===== config.mk =====
export PLATFORM = sky130hd
export DESIGN_NAME = mdrop_slot_sel
export DESIGN_NICKNAME = d
export VERILOG_FILES = /design/src/rtl/mdsel_pkg.sv /design/src/rtl/mdsel_addr_cmp.sv /design/src/rtl/mdsel_cmd_dec.sv /design/src/rtl/mdsel_sel_state.sv /design/src/rtl/mdsel_interrog.sv /design/src/rtl/mdrop_slot_sel.sv
export SDC_FILE = /design/constraint.sdc
export NUM_CORES = 1
export LEC_CHECK = 0
export ABC_AREA = 1
export BUFFER_PORTS_ARGS = -buffer_cell sky130_fd_sc_hd__buf_2
export CORE_MARGIN = 5
export CORE_UTILIZATION = 47
export DETAILED_ROUTE_END_ITERATION = 12
export HOLD_SLACK_MARGIN = 0.05
export PLACE_DENSITY = 0.82
export RECOVER_POWER = 25
export SLEW_MARGIN = 30
export SYNTH_ARGS = -nofsm -noshare
export SYNTH_HDL_FRONTEND = slang
export SYNTH_SLANG_ARGS = --single-unit

===== constraint.sdc =====
create_clock -name clk -period 1 [get_ports clk]
set_input_delay 0.1 -clock clk [delete_from_list [all_inputs] [get_ports clk]]
set_output_delay 0.1 -clock clk [all_outputs]
set_load 0.005 [all_outputs]

===== src/rtl/mdsel_pkg.sv =====
package mdsel_pkg;

    localparam int ADDR_W_DEF  = 8;
    localparam int N_GRP_DEF   = 4;
    localparam int MASK_LO_DEF = 4;

    typedef enum logic [1:0] {
        SEL_NONE   = 2'd0,
        SEL_UNIQUE = 2'd1,
        SEL_BCAST  = 2'd2,
        SEL_GROUP  = 2'd3
    } sel_kind_e;

    // Address-phase decode of the loaded instruction value
    typedef struct packed {
        logic uniq;
        logic bcast;
        logic interrog;
        logic group;
    } addr_hit_t;

    // Selected-phase control codes
    typedef struct packed {
        logic desel;
        logic gset;
        logic gclr;
    } cmd_hit_t;

    // Only a unique selection may own the shared return line
    function automatic logic owns_tdo(sel_kind_e k);
        return k == SEL_UNIQUE;
    endfunction

endpackage


===== src/rtl/mdsel_addr_cmp.sv =====
module mdsel_addr_cmp
    import mdsel_pkg::*;
#(
    parameter  int ADDR_W  = ADDR_W_DEF,
    parameter  int N_GRP   = N_GRP_DEF,
    parameter  int MASK_LO = MASK_LO_DEF,
    localparam int GRP_W   = (N_GRP > 1) ? $clog2(N_GRP) : 1
) (
    input  logic [ADDR_W-1:0] ir_value,
    input  logic [ADDR_W-1:0] slot_id,
    input  logic              addr_mask,
    input  logic              grp_valid,
    input  logic [GRP_W-1:0]  grp_num,
    output addr_hit_t         hit
);

    localparam int unsigned SPACE   = 2 ** ADDR_W;
    localparam int unsigned MC_BASE = SPACE - N_GRP;
    localparam int unsigned BC_CODE = MC_BASE - 1;
    localparam int unsigned IQ_CODE = MC_BASE - 2;
    localparam int unsigned UQ_MAX  = MC_BASE - 3;

    logic [ADDR_W-1:0] bit_eq;
    logic [N_GRP-1:0]  mc_hit;

    // Per-bit slot comparison; the low bits may be masked off
    for (genvar i = 0; i < ADDR_W; i++) begin : g_bit
        if (i < MASK_LO) begin : g_maskable
            assign bit_eq[i] = addr_mask | (ir_value[i] == slot_id[i]);
        end else begin : g_fixed
            assign bit_eq[i] = (ir_value[i] == slot_id[i]);
        end
    end

    // One comparator per multicast group
    for (genvar g = 0; g < N_GRP; g++) begin : g_grp
        assign mc_hit[g] = grp_valid
                         && (grp_num == GRP_W'(g))
                         && (ir_value == ADDR_W'(MC_BASE + g));
    end

    always_comb begin
        hit.interrog = (ir_value == ADDR_W'(IQ_CODE));
        hit.bcast    = (ir_value == ADDR_W'(BC_CODE));
        hit.group    = |mc_hit;
        hit.uniq     = (ir_value != '0)
                     && (32'(ir_value) <= UQ_MAX)
                     && (&bit_eq);
    end

    // a unique hit never coincides with a reserved or shared code
    always_comb begin
        if (hit.uniq) begin
            p_uniq_excl_r2: assert (!(hit.bcast || hit.interrog || hit.group))
                else $error("unique hit overlaps a shared code");
        end
    end

endmodule


===== src/rtl/mdsel_cmd_dec.sv =====
module mdsel_cmd_dec
    import mdsel_pkg::*;
#(
    parameter  int ADDR_W = ADDR_W_DEF,
    parameter  int N_GRP  = N_GRP_DEF,
    localparam int GRP_W  = (N_GRP > 1) ? $clog2(N_GRP) : 1
) (
    input  logic [ADDR_W-1:0] ir_value,
    output cmd_hit_t          cmd,
    output logic [GRP_W-1:0]  cmd_grp
);

    localparam int unsigned SPACE     = 2 ** ADDR_W;
    localparam int unsigned DESEL_C   = SPACE - 4 * N_GRP;
    localparam int unsigned GSET_BASE = SPACE - 3 * N_GRP;
    localparam int unsigned GCLR_C    = SPACE - 2 * N_GRP;

    logic [ADDR_W-1:0] gset_off;

    assign gset_off = ir_value - ADDR_W'(GSET_BASE);

    always_comb begin
        cmd.desel = (ir_value == ADDR_W'(DESEL_C));
        cmd.gclr  = (ir_value == ADDR_W'(GCLR_C));
        cmd.gset  = (32'(ir_value) >= GSET_BASE)
                 && (32'(ir_value) < GSET_BASE + N_GRP);
        cmd_grp   = gset_off[GRP_W-1:0];
    end

endmodule


===== src/rtl/mdsel_sel_state.sv =====
module mdsel_sel_state
    import mdsel_pkg::*;
#(
    parameter int GRP_W = 2
) (
    input  logic             clk,
    input  logic             clr,
    input  logic             upd_ir,
    input  addr_hit_t        hit,
    input  cmd_hit_t         cmd,
    input  logic [GRP_W-1:0] cmd_grp,
    output sel_kind_e        kind,
    output logic             grp_valid,
    output logic [GRP_W-1:0] grp_num
);

    always_ff @(posedge clk) begin
        if (clr) begin
            kind      <= SEL_NONE;
            grp_valid <= 1'b0;
            grp_num   <= '0;
        end else if (upd_ir) begin
            if (kind == SEL_NONE) begin
                // Address phase: interrogation falls through and selects nothing
                if (hit.bcast)      kind <= SEL_BCAST;
                else if (hit.group) kind <= SEL_GROUP;
                else if (hit.uniq)  kind <= SEL_UNIQUE;
            end else if (cmd.desel) begin
                kind <= SEL_NONE;
            end else if (kind == SEL_UNIQUE) begin
                if (cmd.gset) begin
                    grp_valid <= 1'b1;
                    grp_num   <= cmd_grp;
                end else if (cmd.gclr) begin
                    grp_valid <= 1'b0;
                    grp_num   <= '0;
                end
            end
        end
    end

    // leaving reset always finds the block idle with no group
    p_reset_idle_r1: assert property (@(posedge clk) disable iff (clr)
        $fell(clr) |-> (kind == SEL_NONE) && !grp_valid);

    // an ordinary instruction keeps the current selection
    p_sticky_r9: assert property (@(posedge clk) disable iff (clr)
        (kind != SEL_NONE) && upd_ir && !cmd.desel |=> kind == $past(kind));

    // the deselect code always releases the device
    p_desel_r9: assert property (@(posedge clk) disable iff (clr)
        (kind != SEL_NONE) && upd_ir && cmd.desel |=> kind == SEL_NONE);

    // the group register moves only under a unique selection
    p_grp_guard_r8: assert property (@(posedge clk) disable iff (clr)
        (kind != SEL_UNIQUE) |=> $stable(grp_valid) && $stable(grp_num));

    // without an Update-IR nothing changes
    p_idle_hold_r9: assert property (@(posedge clk) disable iff (clr)
        !upd_ir |=> $stable(kind));

endmodule


===== src/rtl/mdsel_interrog.sv =====
module mdsel_interrog
    import mdsel_pkg::*;
#(
    parameter int ADDR_W = ADDR_W_DEF
) (
    input  logic              clk,
    input  logic              clr,
    input  logic              upd_ir,
    input  logic              start,
    input  logic              upd_dr,
    input  logic              shift_dr,
    input  logic [ADDR_W-1:0] slot_id,
    output logic              active,
    output logic              tdo_bit
);

    logic [ADDR_W-1:0] sreg;

    always_ff @(posedge clk) begin
        if (clr) begin
            active <= 1'b0;
            sreg   <= '1;
        end else if (upd_ir) begin
            active <= start;
            if (start) sreg <= slot_id;
        end else if (upd_dr) begin
            active <= 1'b0;
        end else if (active && shift_dr) begin
            sreg <= {1'b1, sreg[ADDR_W-1:1]};
        end
    end

    assign tdo_bit = active & sreg[0];

    // an interrogation code arms the pass on the next cycle
    p_arm_r6: assert property (@(posedge clk) disable iff (clr)
        upd_ir && start |=> active);

    // the pass lasts one data-register scan only
    p_one_pass_r6: assert property (@(posedge clk) disable iff (clr)
        active && upd_dr && !upd_ir |=> !active);

    // the pattern stays put when no shift occurs
    p_hold_pat_r6: assert property (@(posedge clk) disable iff (clr)
        active && !shift_dr && !upd_ir && !upd_dr |=> $stable(tdo_bit));

endmodule


===== src/rtl/mdrop_slot_sel.sv =====
module mdrop_slot_sel
    import mdsel_pkg::*;
#(
    parameter int ADDR_W  = ADDR_W_DEF,
    parameter int N_GRP   = N_GRP_DEF,
    parameter int MASK_LO = MASK_LO_DEF
) (
    input  logic              clk,
    input  logic              rst,
    input  logic              trst_n,
    input  logic [ADDR_W-1:0] slot_id,
    input  logic              addr_mask,
    input  logic [ADDR_W-1:0] ir_value,
    input  logic              upd_ir,
    input  logic              upd_dr,
    input  logic              shift_dr,
    output logic              selected,
    output logic              interrog_active,
    output logic              tdo_en,
    output logic              interrog_tdo
);

    localparam int          GRP_W   = (N_GRP > 1) ? $clog2(N_GRP) : 1;
    localparam int unsigned SPACE   = 2 ** ADDR_W;
    localparam int unsigned BC_CODE = SPACE - N_GRP - 1;
    localparam int unsigned UQ_MAX  = SPACE - N_GRP - 3;

    logic             clr;
    addr_hit_t        hit;
    cmd_hit_t         cmd;
    logic [GRP_W-1:0] cmd_grp;
    sel_kind_e        kind;
    logic             grp_valid;
    logic [GRP_W-1:0] grp_num;
    logic             iq_start;
    logic             iq_bit;

    assign clr = rst | ~trst_n;

    mdsel_addr_cmp #(
        .ADDR_W (ADDR_W),
        .N_GRP  (N_GRP),
        .MASK_LO(MASK_LO)
    ) u_cmp (
        .ir_value (ir_value),
        .slot_id  (slot_id),
        .addr_mask(addr_mask),
        .grp_valid(grp_valid),
        .grp_num  (grp_num),
        .hit      (hit)
    );

    mdsel_cmd_dec #(
        .ADDR_W(ADDR_W),
        .N_GRP (N_GRP)
    ) u_cmd (
        .ir_value(ir_value),
        .cmd     (cmd),
        .cmd_grp (cmd_grp)
    );

    mdsel_sel_state #(
        .GRP_W(GRP_W)
    ) u_state (
        .clk      (clk),
        .clr      (clr),
        .upd_ir   (upd_ir),
        .hit      (hit),
        .cmd      (cmd),
        .cmd_grp  (cmd_grp),
        .kind     (kind),
        .grp_valid(grp_valid),
        .grp_num  (grp_num)
    );

    assign iq_start = (kind == SEL_NONE) & hit.interrog;

    mdsel_interrog #(
        .ADDR_W(ADDR_W)
    ) u_iq (
        .clk     (clk),
        .clr     (clr),
        .upd_ir  (upd_ir),
        .start   (iq_start),
        .upd_dr  (upd_dr),
        .shift_dr(shift_dr),
        .slot_id (slot_id),
        .active  (interrog_active),
        .tdo_bit (iq_bit)
    );

    assign selected     = (kind != SEL_NONE);
    assign tdo_en       = owns_tdo(kind) | (interrog_active & shift_dr);
    assign interrog_tdo = iq_bit;

    // the all-zero code never selects
    p_reserved_r3: assert property (@(posedge clk) disable iff (clr)
        upd_ir && !selected && (ir_value == '0) |=> !selected);

    // an exact slot match selects and enables TDO
    p_unique_r2: assert property (@(posedge clk) disable iff (clr)
        upd_ir && !selected && (ir_value == slot_id) && (ir_value != '0)
        && (32'(ir_value) <= UQ_MAX) |=> selected && tdo_en);

    // broadcast selects but keeps the shared line quiet
    p_bcast_quiet_r5: assert property (@(posedge clk) disable iff (clr)
        upd_ir && !selected && (ir_value == ADDR_W'(BC_CODE))
        |=> selected && !tdo_en);

    // an interrogation pass never coexists with a selection
    p_iq_unsel_r6: assert property (@(posedge clk) disable iff (clr)
        interrog_active |-> !selected);

    // a test reset beats a same-cycle address match
    p_trst_wins_r10: assert property (@(posedge clk) disable iff (rst)
        !trst_n |=> !selected && !interrog_active);

endmodule


**Word level (Yosys, flattened, before mapping)**

Cells that the tools add are included.

- Bits in registers: 14
- Input port bits: 23
- Output and inout port bits: 4
- Logic and storage cells: 84

- $add $sub $neg: 1
- Magnitude comparators: 3
- Equal/unequal tests: 23
- Multiplexer cells: 15
- Bitwise operators: 12
- Reduce and logical (&&, ||, !) cells: 25

Operators by type and width:

| operator | number |
|---|---|
| $eq 8x8->1 const B | 8 |
| $mux 8 | 4 |
| $mux 2 | 7 |
| $logic_and 1x1->1 | 12 |
| $reduce_bool 2->1 | 5 |
| $eq 1x1->1 | 8 |
| $ge 8x8->1 const B | 1 |
| $le 8x8->1 const B | 1 |
| $lt 8x8->1 const B | 1 |
| $reduce_and 8->1 | 1 |
| $reduce_bool 8->1 | 1 |
| $or 1x1->1 | 6 |
| $reduce_and 3->1 | 2 |
| $reduce_and 5->1 | 1 |
| $eq 2x1->1 const B | 2 |
| $eq 2x2->1 const B | 2 |
| $logic_not 2->1 | 2 |
| $mux 1 | 4 |
| $ne 4x4->1 const B | 1 |
| $reduce_or 4->1 | 1 |
| $and 1x1->1 | 3 |
| $not 1->1 | 3 |
| $ne 2x1->1 const B | 1 |
| $ne 2x2->1 const B | 1 |
| $sub 2x1->2 const B | 1 |

**Longest topological paths before layout**

Gate-level depths: netlist of the first run.

- Word-level depth: 8
- Mapped depth: 11
- Gate-level depth less buffers: 11

**Modules after synthesis**

A second synthesis of the first run with hierarchy kept.

- Cell total of the unflattened synthesis: 202
- Area, all modules: 1174.9 µm²

By module, submodules not included:

| module | times used | cells each | area an instance (µm²) | sequential area each (µm²) |
|---|---|---|---|---|
| mdsel_interrog | 1 | 68 | 496.7 | 180.2 |
| mdsel_addr_cmp | 1 | 69 | 297.8 | 0.0 |
| mdsel_sel_state | 1 | 37 | 257.7 | 100.1 |
| mdsel_cmd_dec | 1 | 18 | 80.1 | 0.0 |
| mdrop_slot_sel | 1 | 10 | 42.5 | 0.0 |

**Worst setup path after synthesis of the first run**

OpenSTA, ideal clock, no wires.

- Kind: register to register
- Start point: reg u_state.kind[0]
- End point: reg u_state.kind[1]
- Setup time: 0.115 ns
- Data arrival time: 1.059 ns
- Data required time: 0.885 ns
- Slack: -0.174 ns
- Cell stages (with the launch flop): 9
- Path buffers: 0
- Clock period less this slack: 1.174 ns
- Cells stage by stage: dfxtp_1 > nor2_4 > inv_1 > a31oi_1 > nand2_1 > inv_1 > nand2_1 > a21oi_1 > nor2_1

- Word-level cells in the longest chain between the ends: 3
- Elaborated cells on any way between the ends: 5
- Classes of those cells: 1 x eq/ne; 1 x mux; 3 x reduce/logical

Ends and longest elaborated chain:

| what | line | text |
|---|---|---|
| start: declaration | mdsel_sel_state.sv:12 | `output sel_kind_e kind,` |
| start signal: assignment | mdsel_sel_state.sv:19 | `kind <= SEL_NONE;` |
| start signal: assignment | mdsel_sel_state.sv:25 | `if (hit.bcast) kind <= SEL_BCAST;` |
| start signal: assignment | mdsel_sel_state.sv:26 | `else if (hit.group) kind <= SEL_GROUP;` |
| $logic_not 2->1 (*) | mdsel_sel_state.sv:23 | `if (kind == SEL_NONE) begin` |
| $ne 4x4->1 (no source line) / $reduce_bool 2->1 (equally long branches) | n/a |  |
| $reduce_and 3->1 (no source line) | n/a |  |

Every way passes the cells marked *; elsewhere a longest branch is shown, timed or not.
A chain may end at the register's enable or synchronous reset.

**Worst setup path after layout of the first run**

- Start point: reg u_state.kind[1]
- End point: reg u_iq.sreg[5]

- Word-level cells in the longest chain between the ends: 4

Ends and longest elaborated chain:

| what | line | text |
|---|---|---|
| $logic_not 2->1 | mdrop_slot_sel.sv:76 | `assign iq_start = (kind == SEL_NONE) & hit.interrog;` |
| $and 1x1->1 | mdrop_slot_sel.sv:76 |  |
| $ne 2x1->1 (no source line) | n/a |  |
| $reduce_and 3->1 (no source line) | n/a |  |
| end signal: assignment | mdsel_interrog.sv:25 | `if (start) sreg <= slot_id;` |
| end signal: assignment | mdsel_interrog.sv:29 | `sreg <= {1'b1, sreg[ADDR_W-1:1]};` |
| end: declaration | mdsel_interrog.sv:17 | `logic [ADDR_W-1:0] sreg;` |

Every way passes these cells.

==> impl_metrics.env, run 1 <==
export IMPL_clk_pin_slew_ps=100
export IMPL_busiest_layer="met2"
export IMPL_crit_required_ps=1210
export IMPL_antenna_cells=0
export IMPL_skew_ps=7.22
export IMPL_port_buffers=26
export IMPL_grt_setup_unrepaired="yes"
export IMPL_routedWlPerCell_um=12.3
export IMPL_track_usage_pct=19.4
export IMPL_synth_seq_cells=14
export IMPL_cts_root_buffer="clkbuf_4"
export IMPL_worstHoldStart="upd_dr"
export IMPL_core_um2=2170
export IMPL_wirelength_mm=3.02
export IMPL_endpoint_kind="flip-flop"
export IMPL_regToRegEndpoint="u_iq.sreg[5]$_SDFFE_PP1P_"
export IMPL_worst_setup_path_type="flip-flop to flip-flop"
export IMPL_insertion_delay_ps=290
export IMPL_synth_fp_nets=184
export IMPL_cts_sinks=14
export IMPL_nNetsFinal=241
export IMPL_vias=1257
export IMPL_mostFrequentLayoutCells="nand2_1 (39), buf_4 (25), buf_2 (24)"
export IMPL_worstHoldPathCells=4
export IMPL_placed_area_um2=1390
export IMPL_holdBufCountCts=0
export IMPL_post_place_ws_ps=-237
export IMPL_place_gp_congestion=0.896
export IMPL_maxCapViolCount=0
export IMPL_async_reset_ff_share_pct=0
export IMPL_use_met1_pct=22.2
export IMPL_overflow=0
export IMPL_netlist_instances=161
export IMPL_whs_endpoint="u_iq.active$_SDFFE_PP0P_"
export IMPL_status="finished, violations left"
export IMPL_worstRegToRegCells=7
export IMPL_worstPathArrival_ps=1500
export IMPL_timing_final_crit_period_ps=1280
export IMPL_ir_drop_mv=0.589
export IMPL_tns_ps=-3350
export IMPL_tightest_slew_ps=191
export IMPL_met2_usage_pct=36.1
export IMPL_grt_antenna_before_repair=0
export IMPL_design_area_um2=1530
export IMPL_syn2layout_area_growth_pct=47.1
export IMPL_slowest_delay_ps=360
export IMPL_die_h_um=57.1
export IMPL_drt_pass1_iterations=4
export IMPL_grt_pass1_wl_mm=5.12
export IMPL_hp_class="input port to flip-flop"
export IMPL_relSlewSlack_pct=87.2
export IMPL_finalCritPeriodShare_pct=128
export IMPL_fp_row_count=17
export IMPL_die_area_um2=3260
export IMPL_worstReg2RegStart="u_state.kind[1]$_SDFFE_PP0P_"
export IMPL_crit_fanout=8
export IMPL_htree_levels=1
export IMPL_ant_nets=0
export IMPL_viasPerCell=5.13
export IMPL_drv_slew=0
export IMPL_fin_cells=245
export IMPL_start_util_pct=48.0
export IMPL_synth_distinct_cells=27
export IMPL_dp_cells=237
export IMPL_violations="setup timing"
export IMPL_yosys_warnings=0
export IMPL_hpwl_mm=2.24
export IMPL_power_per_cell_area_nw_per_um2=832
export IMPL_netlist_area_um2=1040
export IMPL_crit_path_cell_trace="nor2_4 -> nand4_1 -> nand2_2 -> nand2_4 -> inv_6 -> o211ai_1 -> o211ai_1"
export IMPL_synth_edf_count=0
export IMPL_drc=0
export IMPL_reg2reg_slack_ps=-280
export IMPL_crit_path_start_kind="flip-flop"
export IMPL_fin_ws_ps=-283
export IMPL_synth_area_per_cell_um2=6.47
export IMPL_leakagePower_nw=0.769
export IMPL_yosysSeqAreaShare_pct=26.9
export IMPL_cp_slowest_cell="dfxtp_4"
export IMPL_fmax_mhz=779
export IMPL_mostFrequentLayoutCell="nand2_1"
export IMPL_numCtsBuffers=3
export IMPL_setup_viol=17
export IMPL_final_hold_viol_count=0
export IMPL_die_x_um=57.1
export IMPL_first_global_vias=1251
export IMPL_drive_above_1_share_pct=42.4
export IMPL_synth_main_ff_cell="dfxtp_1"
export IMPL_use_met3_pct=2.71
export IMPL_ios=27
export IMPL_grt_max_degree=13
export IMPL_cp_common_cell="o211ai_1"
export IMPL_clockBufferDepth=2
export IMPL_cts_tree="done"
export IMPL_drt_iter0_markers=32
[synthesized netlist by cell type, types with 4 or more instances]
| master | count | area (µm²) |
|---|---|---|
| nor2_2 | 4 | 25.0 |
| nor2_1 | 15 | 56.3 |
| xnor2_1 | 4 | 35.0 |
| inv_1 | 22 | 82.6 |
| nand3_1 | 13 | 65.1 |
| dfxtp_1 | 14 | 280 |
| o211ai_1 | 11 | 82.6 |
| nand2_1 | 43 | 161 |
| o21ai_0 | 7 | 35.0 |
| a21oi_1 | 5 | 25.0 |
[per-layer routing]
metal / up-vias / wire [µm]
met4: 0 / 83
met5: - / 0
met3: 12 / 136
met1: 576 / 1170
li1: 634 / -
met2: 35 / 1630
[state kept, by name, indices dropped and copies added, names as in the netlist]
name               cells
u_state.grp_valid      1
u_state.kind           2
u_iq.sreg              8
u_iq.active            1
u_state.grp_num        2
[worst max-delay path: cells and delay by family (launching register included)]
| family | cells | cell delay, ps |
|---|---|---|
| buffers and inverters | 1 | 90 |
| AO/OA/AOI/OAI | 2 | 200 |
| flip-flops | 1 | 360 |
| AND/OR/NAND/NOR | 4 | 550 |
[stage by stage]
| step | total power, mW | util [%] | hold slack (ps) |
|---|---|---|---|
| CTS | 1.28 | 69.1 | 75.8 |
| floorplan | 0.695 | - | 234 |
| global route | 1.35 | 70.6 | 89.2 |
| global placement | 0.834 | 63.8 | 356 |
| detailed placement | 0.841 | 63.8 | 379 |
| finish | 1.27 | 70.6 | 62.5 |
[power by group]
part	total, mW	switching, mW	internal [mW]
Clock	0.433	0.211	0.222
Sequential	0.554	0.000964	0.553
Combinational	0.288	0.155	0.132
[timing repair]
| item | 4_1_cts | 5_1_grt |
|---|---|---|
| cloned | 0 | 1 |
| resized for setup | 18 | 7 |
| endpoints found under the setup margin | 16 | 18 |
| buffers inserted | 3 | 2 |
| pin swaps | 8 | 10 |
[how the worst max path moves through the flow]
stage,start,to,cells after the start
after global placement,u_state.kind[1]$_SDFFE_PP0P_,u_state.kind[1]$_SDFFE_PP0P_,8
after CTS,u_state.kind[0]$_SDFFE_PP0P_,u_iq.sreg[5]$_SDFFE_PP1P_,7
final,u_state.kind[1]$_SDFFE_PP0P_,u_iq.sreg[5]$_SDFFE_PP1P_,7
after detailed placement,u_state.kind[0]$_SDFFE_PP0P_,u_state.grp_num[1]$_SDFFE_PP0P_,7
after floorplan,u_state.kind[1]$_SDFFE_PP0P_,u_state.kind[1]$_SDFFE_PP0P_,8
after global routing,u_state.kind[1]$_SDFFE_PP0P_,u_iq.sreg[6]$_SDFFE_PP1P_,7
[area by class of cell]
| type | count | area [µm²] |
|---|---|---|
| clock buffer | 4 | 36.3 |
| sequential | 14 | 290 |
| inverter | 24 | 95.1 |
| multi-input combinational | 121 | 711 |
| tap | 28 | 35.0 |
| fill | 194 | 638 |
| timing repair buffer | 54 | 364 |
[cell families after synthesis]
kind of cell	synth area share [%]
buf+inv	10.1
xor+xnor	3.37
simple gates	43.3
compound gates	16.3
flops	26.9
Note: power is estimated with default switching activity, not from simulation.
==> run 2: changes to the inputs <==
- CAP_MARGIN: not set -> 20
- SKIP_CTS_REPAIR_TIMING: not set -> 1
==> impl_metrics.env, run 2 (synthesis results as in run 1) <==
export IMPL_tns_ps=-2680
export IMPL_design_area_um2=1470
export IMPL_grt_pass1_wl_mm=4.85
export IMPL_clockBufferDepth=2
export IMPL_worstRegToRegCells=7
export IMPL_dp_cells=237
export IMPL_final_hold_viol_count=0
export IMPL_skew_ps=4.86
export IMPL_die_area_um2=3260
export IMPL_crit_path_cell_trace="nor2_4 -> nand4_1 -> nand2_2 -> nand2_4 -> inv_6 -> o211ai_1 -> o211ai_1"
export IMPL_ir_drop_mv=0.586
export IMPL_crit_required_ps=1210
export IMPL_hpwl_mm=2.24
export IMPL_track_usage_pct=18.2
export IMPL_timing_final_crit_period_ps=1200
export IMPL_grt_max_degree=13
export IMPL_die_h_um=57.1
export IMPL_fmax_mhz=833
export IMPL_grt_antenna_before_repair=0
export IMPL_endpoint_kind="flip-flop"
export IMPL_utilization_pct=67.9
export IMPL_port_buffers=26
export IMPL_worstPathArrival_ps=1410
export IMPL_violations="setup timing"
export IMPL_vias=1221
export IMPL_nNetsFinal=239
export IMPL_worstReg2RegStart="u_state.kind[0]$_SDFFE_PP0P_"
export IMPL_setup_viol=16
export IMPL_clk_pin_slew_ps=100
export IMPL_wirelength_mm=2.82
export IMPL_whs_endpoint="u_iq.active$_SDFFE_PP0P_"
export IMPL_slowest_delay_ps=360
export IMPL_viasPerCell=5.02
export IMPL_worstHoldStart="upd_dr"
export IMPL_nFillCells=203
export IMPL_drv_slew=0
export IMPL_tightest_slew_ps=272
export IMPL_regToRegEndpoint="u_iq.sreg[5]$_SDFFE_PP1P_"
export IMPL_insertion_delay_ps=280
export IMPL_hp_class="input port to flip-flop"
export IMPL_fin_cells=243
export IMPL_mostFrequentLayoutCells="nand2_1 (40), buf_2 (26), buf_4 (24)"
export IMPL_grt_setup_unrepaired="yes"
export IMPL_status="finished, violations left"
export IMPL_crit_path_start_kind="flip-flop"
export IMPL_start_util_pct=48.0
export IMPL_cts_root_buffer="clkbuf_4"
export IMPL_ios=27
export IMPL_leakagePower_nw=0.754
export IMPL_numCtsBuffers=3
export IMPL_drc=0
export IMPL_power_per_cell_area_nw_per_um2=856
export IMPL_cts_tree="done"
export IMPL_fin_ws_ps=-201
export IMPL_placed_area_um2=1390
export IMPL_power_total_mw=1.26
export IMPL_largest_reg_flops=8
export IMPL_top_register="u_iq.sreg"
export IMPL_htree_levels=1
export IMPL_routedWlPerCell_um=11.6
export IMPL_drive_above_1_share_pct=39.1
export IMPL_overflow=0
export IMPL_cp_slowest_cell="dfxtp_2"
export IMPL_reg2reg_slack_ps=-200
export IMPL_mostFrequentLayoutCell="nand2_1"
export IMPL_worst_setup_path_type="flip-flop to flip-flop"
export IMPL_drt_pass1_iterations=4
export IMPL_syn2layout_area_growth_pct=41.6
export IMPL_finalCritPeriodShare_pct=120
export IMPL_crit_fanout=8
export IMPL_die_x_um=57.1
export IMPL_first_global_vias=1204
export IMPL_top_regs="u_iq.sreg x8, u_state.grp_num x2, u_state.kind x2"
export IMPL_drt_iter0_markers=35
export IMPL_relSlewSlack_pct=81.7
export IMPL_cp_common_cell="o211ai_1"
export IMPL_ant_nets=0
export IMPL_core_um2=2170
export IMPL_place_gp_congestion=0.896
export IMPL_fp_row_count=17
export IMPL_maxCapViolCount=0
export IMPL_worstHoldPathCells=4
export IMPL_antenna_cells=0
export IMPL_cts_sinks=14
## run 2: area by class of cell
cell class | instances | area, µm² | area share [%]
multi-input cells | 121 | 687 | 46.6
flip-flops and latches | 14 | 288 | 19.5
well taps | 28 | 35.0 | 2.38
repair buffers | 52 | 333 | 22.6
clock buffers | 4 | 36.3 | 2.46
inverters | 24 | 95.1 | 6.45
## run 2: critical path, delay by kind of cell, from the launching register on
kind	cells	cell delay [ps]
flops	1	360
buf+inv	1	90
simple gates	4	500
compound gates	2	180
## run 2: worst max-delay path by stage
| stage | from | to | cells after the start |
|---|---|---|---|
| 2_1_floorplan | u_state.kind[1]$_SDFFE_PP0P_ | u_state.kind[1]$_SDFFE_PP0P_ | 8 |
| 4_1_cts | u_state.kind[0]$_SDFFE_PP0P_ | u_state.grp_num[1]$_SDFFE_PP0P_ | 7 |
| 3_3_place_gp | u_state.kind[1]$_SDFFE_PP0P_ | u_state.kind[1]$_SDFFE_PP0P_ | 8 |
| 3_5_place_dp | u_state.kind[0]$_SDFFE_PP0P_ | u_state.grp_num[1]$_SDFFE_PP0P_ | 7 |
| 5_1_grt | u_state.kind[0]$_SDFFE_PP0P_ | u_state.kind[1]$_SDFFE_PP0P_ | 8 |
| 6_report | u_state.kind[0]$_SDFFE_PP0P_ | u_iq.sreg[5]$_SDFFE_PP1P_ | 7 |
## run 2: metrics by stage
| stage | hold slack, ps | setup slack (ps) |
|---|---|---|
| 4_1_cts | 76.7 | -263 |
| 5_1_grt | 97.7 | -319 |
| 2_1_floorplan | 234 | -157 |
| 6_report | 74.0 | -201 |
| 3_3_place_gp | 356 | -180 |
| 3_5_place_dp | 379 | -237 |
## run 2: layer usage
layer / vias to the layer above / GRT usage [%] / wire length (µm)
li1: 634 / - / -
met1: 558 / 20.9 / 1130
met2: 25 / 34.1 / 1550
met3: 4 / 2.49 / 105
met4: 0 / 5.96 / 35
met5: - / 0 / 0
## run 2: power breakdown
part	total (mW)	leakage [nW]	internal [mW]	switching (mW)
combinational	0.279	0.617	0.130	0.150
clock	0.426	0.0210	0.221	0.205
sequential	0.557	0.115	0.555	0.00110
